===== config.mk =====
export PLATFORM = sky130hd
export DESIGN_NAME = quin_tally
export DESIGN_NICKNAME = d
export VERILOG_FILES = /design/src/rtl/quin_pkg.sv /design/src/rtl/quin_rst_sync.sv /design/src/rtl/quin_rise.sv /design/src/rtl/quin_digit.sv /design/src/rtl/quin_tally.sv
export SDC_FILE = /design/constraint.sdc
export NUM_CORES = 1
export LEC_CHECK = 0
export CAP_MARGIN = 20
export CORE_AREA = 3 3 40 42
export CTS_CLUSTER_DIAMETER = 120
export DETAILED_ROUTE_END_ITERATION = 6
export DIE_AREA = 0 0 43 45
export DONT_BUFFER_PORTS = 1
export SLEW_MARGIN = 20
export SYNTH_ARGS = -nofsm -noshare
export SYNTH_HDL_FRONTEND = slang
export SYNTH_SLANG_ARGS = --single-unit

===== constraint.sdc =====
create_clock -name clk -period 0.8 [get_ports clk]
set_input_delay 0.16 -clock clk [delete_from_list [all_inputs] [get_ports clk]]
set_output_delay 0.16 -clock clk [all_outputs]
set_load 0.01 [all_outputs]

===== src/rtl/quin_pkg.sv =====
package quin_pkg;

  // Default divisor of the tally.
  localparam int unsigned DIVISOR_DEF = 5;

  // Bits needed to hold values 0 .. n-1, at least one.
  function automatic int unsigned span_bits(input int unsigned n);
    int unsigned w;
    w = (n <= 2) ? 1 : $clog2(n);
    return w;
  endfunction

endpackage


===== src/rtl/quin_rst_sync.sv =====
module quin_rst_sync #(
  parameter int unsigned STAGES = 2
) (
  input  logic clk,
  input  logic rst_n,
  output logic rst_sync_n
);

  logic [STAGES-1:0] chain_q;
  logic [STAGES-1:0] chain_nxt;

  always_comb begin
    chain_nxt = {chain_q[STAGES-2:0], 1'b1};
  end

  always_ff @(posedge clk or negedge rst_n) begin
    if (!rst_n) begin
      chain_q <= '0;
    end else begin
      chain_q <= chain_nxt;
    end
  end

  assign rst_sync_n = chain_q[STAGES-1];

endmodule


===== src/rtl/quin_rise.sv =====
module quin_rise (
  input  logic clk,
  input  logic rst_n,
  input  logic level,
  output logic rise
);

  logic lvl_q;
  logic lvl_prev_q;

  always_ff @(posedge clk or negedge rst_n) begin
    if (!rst_n) begin
      lvl_q      <= 1'b0;
      lvl_prev_q <= 1'b0;
    end else begin
      lvl_q      <= level;
      lvl_prev_q <= lvl_q;
    end
  end

  assign rise = lvl_q & ~lvl_prev_q;

  // A detected rise never lasts two cycles.
  AST_RISE_ONCE: assert property (@(posedge clk) disable iff (!rst_n)
    rise |=> !rise);

endmodule


===== src/rtl/quin_digit.sv =====
module quin_digit #(
  parameter int unsigned W    = 3,
  parameter int unsigned LAST = 4
) (
  input  logic         clk,
  input  logic         rst_n,
  input  logic         clr,
  input  logic         inc,
  output logic [W-1:0] val,
  output logic         at_last
);

  logic [W-1:0] val_q;
  logic [W-1:0] val_nxt;
  logic         val_en;

  assign at_last = (val_q == W'(LAST));

  always_comb begin
    val_en  = clr | inc;
    val_nxt = val_q;
    if (clr) begin
      val_nxt = '0;
    end else if (inc) begin
      val_nxt = at_last ? '0 : val_q + W'(1);
    end
  end

  always_ff @(posedge clk or negedge rst_n) begin
    if (!rst_n) begin
      val_q <= '0;
    end else if (val_en) begin
      val_q <= val_nxt;
    end
  end

  assign val = val_q;

  AST_DIGIT_WRAP: assert property (@(posedge clk) disable iff (!rst_n)
    (inc && at_last && !clr) |=> (val == '0));

  AST_DIGIT_CLEAR: assert property (@(posedge clk) disable iff (!rst_n)
    clr |=> (val == '0));

  AST_DIGIT_IDLE: assert property (@(posedge clk) disable iff (!rst_n)
    (!clr && !inc) |=> $stable(val));

endmodule


===== src/rtl/quin_tally.sv =====
module quin_tally #(
  parameter int unsigned DIVISOR = quin_pkg::DIVISOR_DEF,
  parameter int unsigned QUO_W   = 4,
  localparam int unsigned REM_W  = quin_pkg::span_bits(DIVISOR)
) (
  input  logic             clk,
  input  logic             rst_n,
  input  logic             init,
  input  logic             evt,
  output logic [REM_W-1:0] rem,
  output logic [QUO_W-1:0] quo
);

  localparam int unsigned REM_LAST = DIVISOR - 1;
  localparam int unsigned QUO_LAST = (1 << QUO_W) - 1;

  logic rst_sync_n;
  logic tick;
  logic rem_last;
  logic quo_last;
  logic carry;

  quin_rst_sync #(.STAGES(2)) rst_i (
    .clk        (clk),
    .rst_n      (rst_n),
    .rst_sync_n (rst_sync_n)
  );

  quin_rise rise_i (
    .clk   (clk),
    .rst_n (rst_sync_n),
    .level (evt),
    .rise  (tick)
  );

  assign carry = tick & rem_last;

  quin_digit #(.W(REM_W), .LAST(REM_LAST)) rem_i (
    .clk     (clk),
    .rst_n   (rst_sync_n),
    .clr     (init),
    .inc     (tick),
    .val     (rem),
    .at_last (rem_last)
  );

  quin_digit #(.W(QUO_W), .LAST(QUO_LAST)) quo_i (
    .clk     (clk),
    .rst_n   (rst_sync_n),
    .clr     (init),
    .inc     (carry),
    .val     (quo),
    .at_last (quo_last)
  );

  AST_REM_RANGE: assert property (@(posedge clk) disable iff (!rst_sync_n)
    rem <= REM_W'(REM_LAST));

  AST_REM_STEP: assert property (@(posedge clk) disable iff (!rst_sync_n)
    (!init && tick && !rem_last) |=> (rem == $past(rem) + REM_W'(1)));

  AST_QUO_STEP: assert property (@(posedge clk) disable iff (!rst_sync_n)
    (!init && tick && rem_last) |=> (quo == QUO_W'($past(quo) + QUO_W'(1)) && rem == '0));

  AST_QUO_HOLD: assert property (@(posedge clk) disable iff (!rst_sync_n)
    (!init && !(tick && rem_last)) |=> $stable(quo));

  AST_QUO_ROLL: assert property (@(posedge clk) disable iff (!rst_sync_n)
    (!init && tick && rem_last && quo_last) |=> (quo == '0));

  AST_INIT_WINS: assert property (@(posedge clk) disable iff (!rst_sync_n)
    (init && tick) |=> (rem == '0 && quo == '0));

endmodule


==> summary.txt, run 1 <==
Place
  • Port bufs: 0
  • Area after DPL: 619 um2
  • Dpl hpwl: 771 um
  • Placer Congestion: 0.691

Timing
  • # setup viols final: 14
  • Fin crit period: 1.37 ns
  • Setup tns final: -4.66 ns
  • Final hold slack: -0.0578 ns
  • Fmax: 728 MHz
  • Max Slew Vio Count: 0
  • Fin. Hold Viols: 7
  • Fin crit share: 172%
  • RSZ-0062 raised after global routing: true
  • Fin worst setup slack: -0.574 ns
  • Clock skew: 0.000644 ns

Worst setup path
  • CP endpoint kind: flip-flop
  • RR Startpoint: rem_i.val[1]
  • R2r setup slk: -0.57 ns
  • Crit-path cells: inv_2, ha_4, nand4b_4, or4_4, a21oi_2
  • Reg2reg end: quo_i.val[3]
  • Crit-path max cell delay: 0.43 ns
  • Worst Path Buf+Inv: 1
  • Nature of the critical path startpoint: flip-flop
  • R2r worst-path depth: 5
  • Worst EP arrival: 1.57 ns
  • CP Data Required Time: 0.99 ns
  • Critical path class: reg2reg
  • Kind of cell adding the most delay to the critical path: simple AND/OR/NAND/NOR gates
  • Crit Path Max Fanout: 4
  • Critical Path Slowest Stage Cell: or4_4

Logic synthesis
  • Top FF cell, synth: dfrtp_1
  • Async set-reset flop share out of synthesis: 100%
  • Post-Syn Instances: 43
  • Dominant cells by area after synthesis: dfrtp_1, ha_1, a21oi_1
  • EDFF count, synth: 0
  • Ys Warns: 0
  • Unique masters post-synth: 19
  • Syn_nets: 50
  • Mapped Area: 492 um2
  • Largest area contributor in the netlist: dfrtp_1
  • Register area share after synthesis: 56.0%
  • Post-Syn Area per Cell: 11.4 um2
  • Seq cells post-synth: 11
  • Post-synth top area share: 56.0%

Clock tree
  • Hold Buf Count CTS: 2
  • Clk root buf: clkbuf_4
  • Clock sinks: 11
  • TritonCTS buffer count: 3
  • Clk_lat worst skew: 0.26 ns
  • Clock Pin Slew Worst Setup and Hold Paths: 0.07 ns
  • CTS tree: built
  • H-Tree Level Count: 1
  • Clk buf depth: 2

Floorplanning
  • Core area: 1280 um2
  • Initial Utilization: 38.3%
  • DIE AREA: 1940 um2
  • Die Ht: 45 um
  • # IOs: 11
  • Rows: 13
  • Die width: 43 um

Run
  • Max-cap viol count: 0

Finish
  • Final Net Count: 75
  • Fraction of layout cells with a size suffix above 1: 55.2%
  • Final instance area: 795 um2
  • Diodes inserted: 0
  • Fill count: 95
  • Commonest non-fill, non-tap cells in the layout: buf_6, dfrtp_1, buf_4
  • Area grow syn2layout: 61.6%

Route
  • Vias per cell: 4.76
  • Total number of vias: 390
  • Drt pass-1 iters: 4
  • # DRC: 0
  • Initial DRC Count: 12
  • ANT nets after route: 0
  • Average wire per standard cell: 13.2 um
  • Final wirelength: 1.09 mm

Global route
  • Vias in the first global route: 368
  • Antenna violations before repair: 0
  • Largest net degree at the start of global routing: 10
  • Gr usage total: 12.5%
  • Global-route wire length before repair: 1.72 mm
  • Grt ovf: 0

Power and ir drop
  • Max VDD drop: 0.00102 V
  • P_leak: 0.363 nW
  • Total power density per cell area: 1330 nW/um2

Hold path
  • Hold path endpoint: quo_i.val[2]
  • Hold path startpoint: init
  • HP Class: in2reg
  • Hold Path Depth: 1

Status
  • Status: complete, but fails checks
  • Failing checks: hold timing, setup timing
synth_stat cells, drive strengths merged, types with 2 or more instances:
cell,count
nand2,3
nor2,3
inv,4
dfrtp,11
ha,3
o21ai,2
a21oi,5
report_power, final:
| group | switching [mW] | total (mW) | internal, mW |
|---|---|---|---|
| clock network | 0.182 | 0.367 | 0.185 |
| logic | 0.0410 | 0.100 | 0.0594 |
| registers | 0.0199 | 0.593 | 0.573 |
| total | 0.243 | 1.06 | 0.817 |
timing repair:
action                                 4_1_cts  5_1_grt
pin swaps                                    2        1
setup buffers                                3        3
endpoints found under the hold margin       10        7
gates resized for setup                     18        4
setup endpoints to repair                   14       14
cloned                                       0        0
worst max-delay path by stage:
stage            startpoint           end  slack [ns]  cells after the start
3_5_place_dp   rem_i.val[1]  quo_i.val[3]       -0.62                      6
4_1_cts        rem_i.val[0]  quo_i.val[3]       -0.58                      5
3_3_place_gp   rem_i.val[1]  quo_i.val[3]       -0.51                      5
5_1_grt        rem_i.val[1]  quo_i.val[3]       -0.65                      5
6_report       rem_i.val[1]  quo_i.val[3]       -0.57                      5
2_1_floorplan  rem_i.val[1]  quo_i.val[3]       -0.59                      5
metal layers:
metal / global-route usage (%) / up-vias / wire, um
met2: 22.2 / 11 / 626
met3: 3.59 / 0 / 64
met4: 5.42 / 0 / 0
li1: - / 190 / -
met5: 0 / - / 0
met1: 14.0 / 189 / 396
worst reg2reg max path: stages (launching register included):
cell and delay (ns):
dfrtp_1 0.40, inv_2 0.08, ha_4 0.14, nand4b_4 0.12
or4_4 0.43, a21oi_2 0.13
sequential cells by signal (all words and copies together), names as in the netlist:
register	cells
rem_i.val	3
rst_i.chain_q	2
quo_i.val	4
rise_i.lvl_prev_q	1
rise_i.lvl_q	1
stage by stage:
step	util, %	cells	setup slack, ns	power (mW)
finish	61.8	82	-0.574	1.06
global route	61.8	82	-0.652	1.12
CTS	58.6	79	-0.575	1.06
detailed placement	48.2	70	-0.617	0.679
global placement	48.2	70	-0.512	0.673
floorplan	-	43	-0.591	0.652
layout make-up:
class,count,area (um2),area share (%)
inverters,4,15.0,1.89
well taps,15,18.8,2.36
flip-flops and latches,11,277,34.8
clock buffers,3,22.5,2.83
clock inverters,1,5.00,0.630
multi-input cells,28,264,33.2
repair buffers,20,193,24.3
kinds of logic (layout without fill, tap and decap cells):
| kind of cell | count (synthesis) | in the layout | share of synthesized area (%) |
|---|---|---|---|
| other | 1 | 1 | 0.763 |
| AO/OA/AOI/OAI | 8 | 8 | 8.65 |
| adder cells (fa/ha/maj) | 3 | 3 | 7.63 |
| XOR/XNOR | 2 | 2 | 3.56 |
| flip-flops | 11 | 11 | 56.0 |
| multiplexers | 1 | 1 | 2.04 |
| AND/OR/NAND/NOR | 13 | 13 | 18.3 |
| buffers and inverters | 4 | 28 | 3.05 |
(Power assumes the default switching activity.)
==> run 2, diff against run 1 <==
--- a/config.mk
+++ b/config.mk
@@ -11,6 +11,7 @@
 export DETAILED_ROUTE_END_ITERATION = 6
 export DIE_AREA = 0 0 43 45
 export DONT_BUFFER_PORTS = 1
+export PLACE_DENSITY = 0.61
 export SLEW_MARGIN = 20
 export SYNTH_ARGS = -nofsm -noshare
 export SYNTH_HDL_FRONTEND = slang
==> run 2 against run 1 <==
The run still ends with hold timing, setup timing left. Sequential power about the same. Die area unchanged. Sequential share of layout area increased by 1.4 points. Critical endpoint unchanged. Highest routed layer unchanged.
==> summary.txt, run 2 (same netlist as run 1, synthesis figures left out) <==
Worst setup path
  • CP Data Required Time: 0.99 ns
  • Nature of the critical path startpoint: flip-flop
  • Crit-path cells: inv_2, ha_4, nand4b_4, or4_1, a21oi_1
  • Critical path class: reg2reg
  • CP endpoint kind: flip-flop
  • Crit Path Max Fanout: 5
  • Worst Path Buf+Inv: 1
  • Worst EP arrival: 1.55 ns
  • Critical Path Slowest Stage Cell: or4_1
  • R2r setup slk: -0.56 ns
  • Kind of cell adding the most delay to the critical path: simple AND/OR/NAND/NOR gates
  • Crit-path max cell delay: 0.42 ns

Route
  • ANT nets after route: 0
  • # DRC: 0
  • Initial DRC Count: 5
  • Average wire per standard cell: 14.7 um
  • Drt pass-1 iters: 4
  • Vias per cell: 4.84
  • Total number of vias: 387
  • Final wirelength: 1.18 mm

Timing
  • RSZ-0062 raised after global routing: true
  • # setup viols final: 14
  • Setup tns final: -4.37 ns
  • Final hold slack: -0.0705 ns
  • Fin. Hold Viols: 7
  • Fin worst setup slack: -0.561 ns
  • Fmax: 735 MHz
  • Clock skew: 0.00979 ns
  • Fin crit share: 170%
  • Fin crit period: 1.36 ns
  • Max Slew Vio Count: 0

Place
  • Placed cells: 69
  • Place WS: -0.582 ns
  • Dpl hpwl: 757 um
  • Port bufs: 0
  • Placer Congestion: 0.736

Clock tree
  • TritonCTS buffer count: 3
  • Clock Pin Slew Worst Setup and Hold Paths: 0.08 ns
  • Hold Buf Count CTS: 2
  • Clk buf depth: 2
  • CTS tree: built
  • H-Tree Level Count: 1
  • Clk_lat worst skew: 0.27 ns
  • Clock sinks: 11
  • Clk root buf: clkbuf_4

Finish
  • Area grow syn2layout: 55.2%
  • Non-filler cells in the finished layout: 80
  • Fill count: 115
  • Fraction of layout cells with a size suffix above 1: 49.2%
  • Commonest non-fill, non-tap cell in the layout: dfrtp_1
  • Max reg flops: 4
  • Final Util: 59.4%
  • Commonest non-fill, non-tap cells in the layout: dfrtp_1, buf_4, buf_6
  • Final Net Count: 73
  • Diodes inserted: 0

Floorplanning
  • Initial Utilization: 38.3%
  • DIE AREA: 1940 um2
  • Die width: 43 um
  • Core area: 1280 um2
  • # IOs: 11
  • Die Ht: 45 um
  • Rows: 13

Global route
  • Largest net degree at the start of global routing: 10
  • Gr usage total: 14.1%
  • Antenna violations before repair: 0
  • Grt ovf: 0
  • Vias in the first global route: 492
  • Global-route wire length before repair: 2.02 mm

Power and ir drop
  • P_leak: 0.352 nW
  • Total power density per cell area: 1410 nW/um2
  • Max VDD drop: 0.000806 V

Hold path
  • HP Class: in2reg

Status
  • Failing checks: hold timing, setup timing
  • Status: complete, but fails checks

Run
  • Max-cap viol count: 0
## run 2: changes by cell type in the layout (fill, tap and decap cells not counted), sizes merged
cell	change
buf	-2
## run 2: what timing repair did
action / CTS / global route
buffers inserted: 4 / 1
pin swaps: 2 / 3
gates resized for setup: 16 / 1
endpoints found under the hold margin: 10 / 7
setup endpoints to repair: 14 / 14
## run 2: stage by stage
| stage | total power, mW | instance area, um2 | hold WS, ns |
|---|---|---|---|
| final | 1.08 | 763 | -0.0705 |
| after global routing | 1.14 | 763 | -0.0803 |
| after CTS | 1.08 | 751 | -0.0689 |
| after detailed placement | 0.678 | 612 | -0.136 |
| after global placement | 0.671 | 612 | -0.136 |
| after floorplan | 0.652 | 510 | -0.136 |
## run 2: final timing paths
check,from,cells after the start,to
hold reg to reg,rst_i.chain_q[1],0,quo_i.val[0]
setup / recovery,rem_i.val[0],5,quo_i.val[3]
max in group asynchronous,rst_i.chain_q[1],0,rem_i.val[0]
min in group asynchronous,rst_n,1,rst_i.chain_q[0]
setup reg to reg,rem_i.val[0],5,quo_i.val[3]
hold / removal,init,1,quo_i.val[2]
## run 2: where the power goes
group	leakage, nW	total (mW)	switching [mW]	internal (mW)
Clock	0.0177	0.381	0.196	0.185
Sequential	0.142	0.592	0.0196	0.573
Combinational	0.192	0.104	0.0460	0.0578
## run 2: cell type report
cell class | count | area [um2] | area share, %
Clock inverter | 1 | 5.00 | 0.656
Sequential cell | 11 | 277 | 36.2
Timing Repair Buffer | 18 | 166 | 21.8
Clock buffer | 3 | 22.5 | 2.95
Multi-Input combinational cell | 28 | 259 | 33.9
Tap cell | 15 | 18.8 | 2.46
Inverter | 4 | 15.0 | 1.97
## run 2: metal layers
layer | share of wire, % | track usage (%) | vias to the layer above | wire (um)
met3 | 5.5 | 3.98 | 0 | 65
met4 | 0 | 6.63 | 0 | 0
met2 | 57 | 26.6 | 10 | 668
met1 | 38 | 14.4 | 190 | 441
li1 | - | - | 187 | -
met5 | 0 | 0 | - | 0
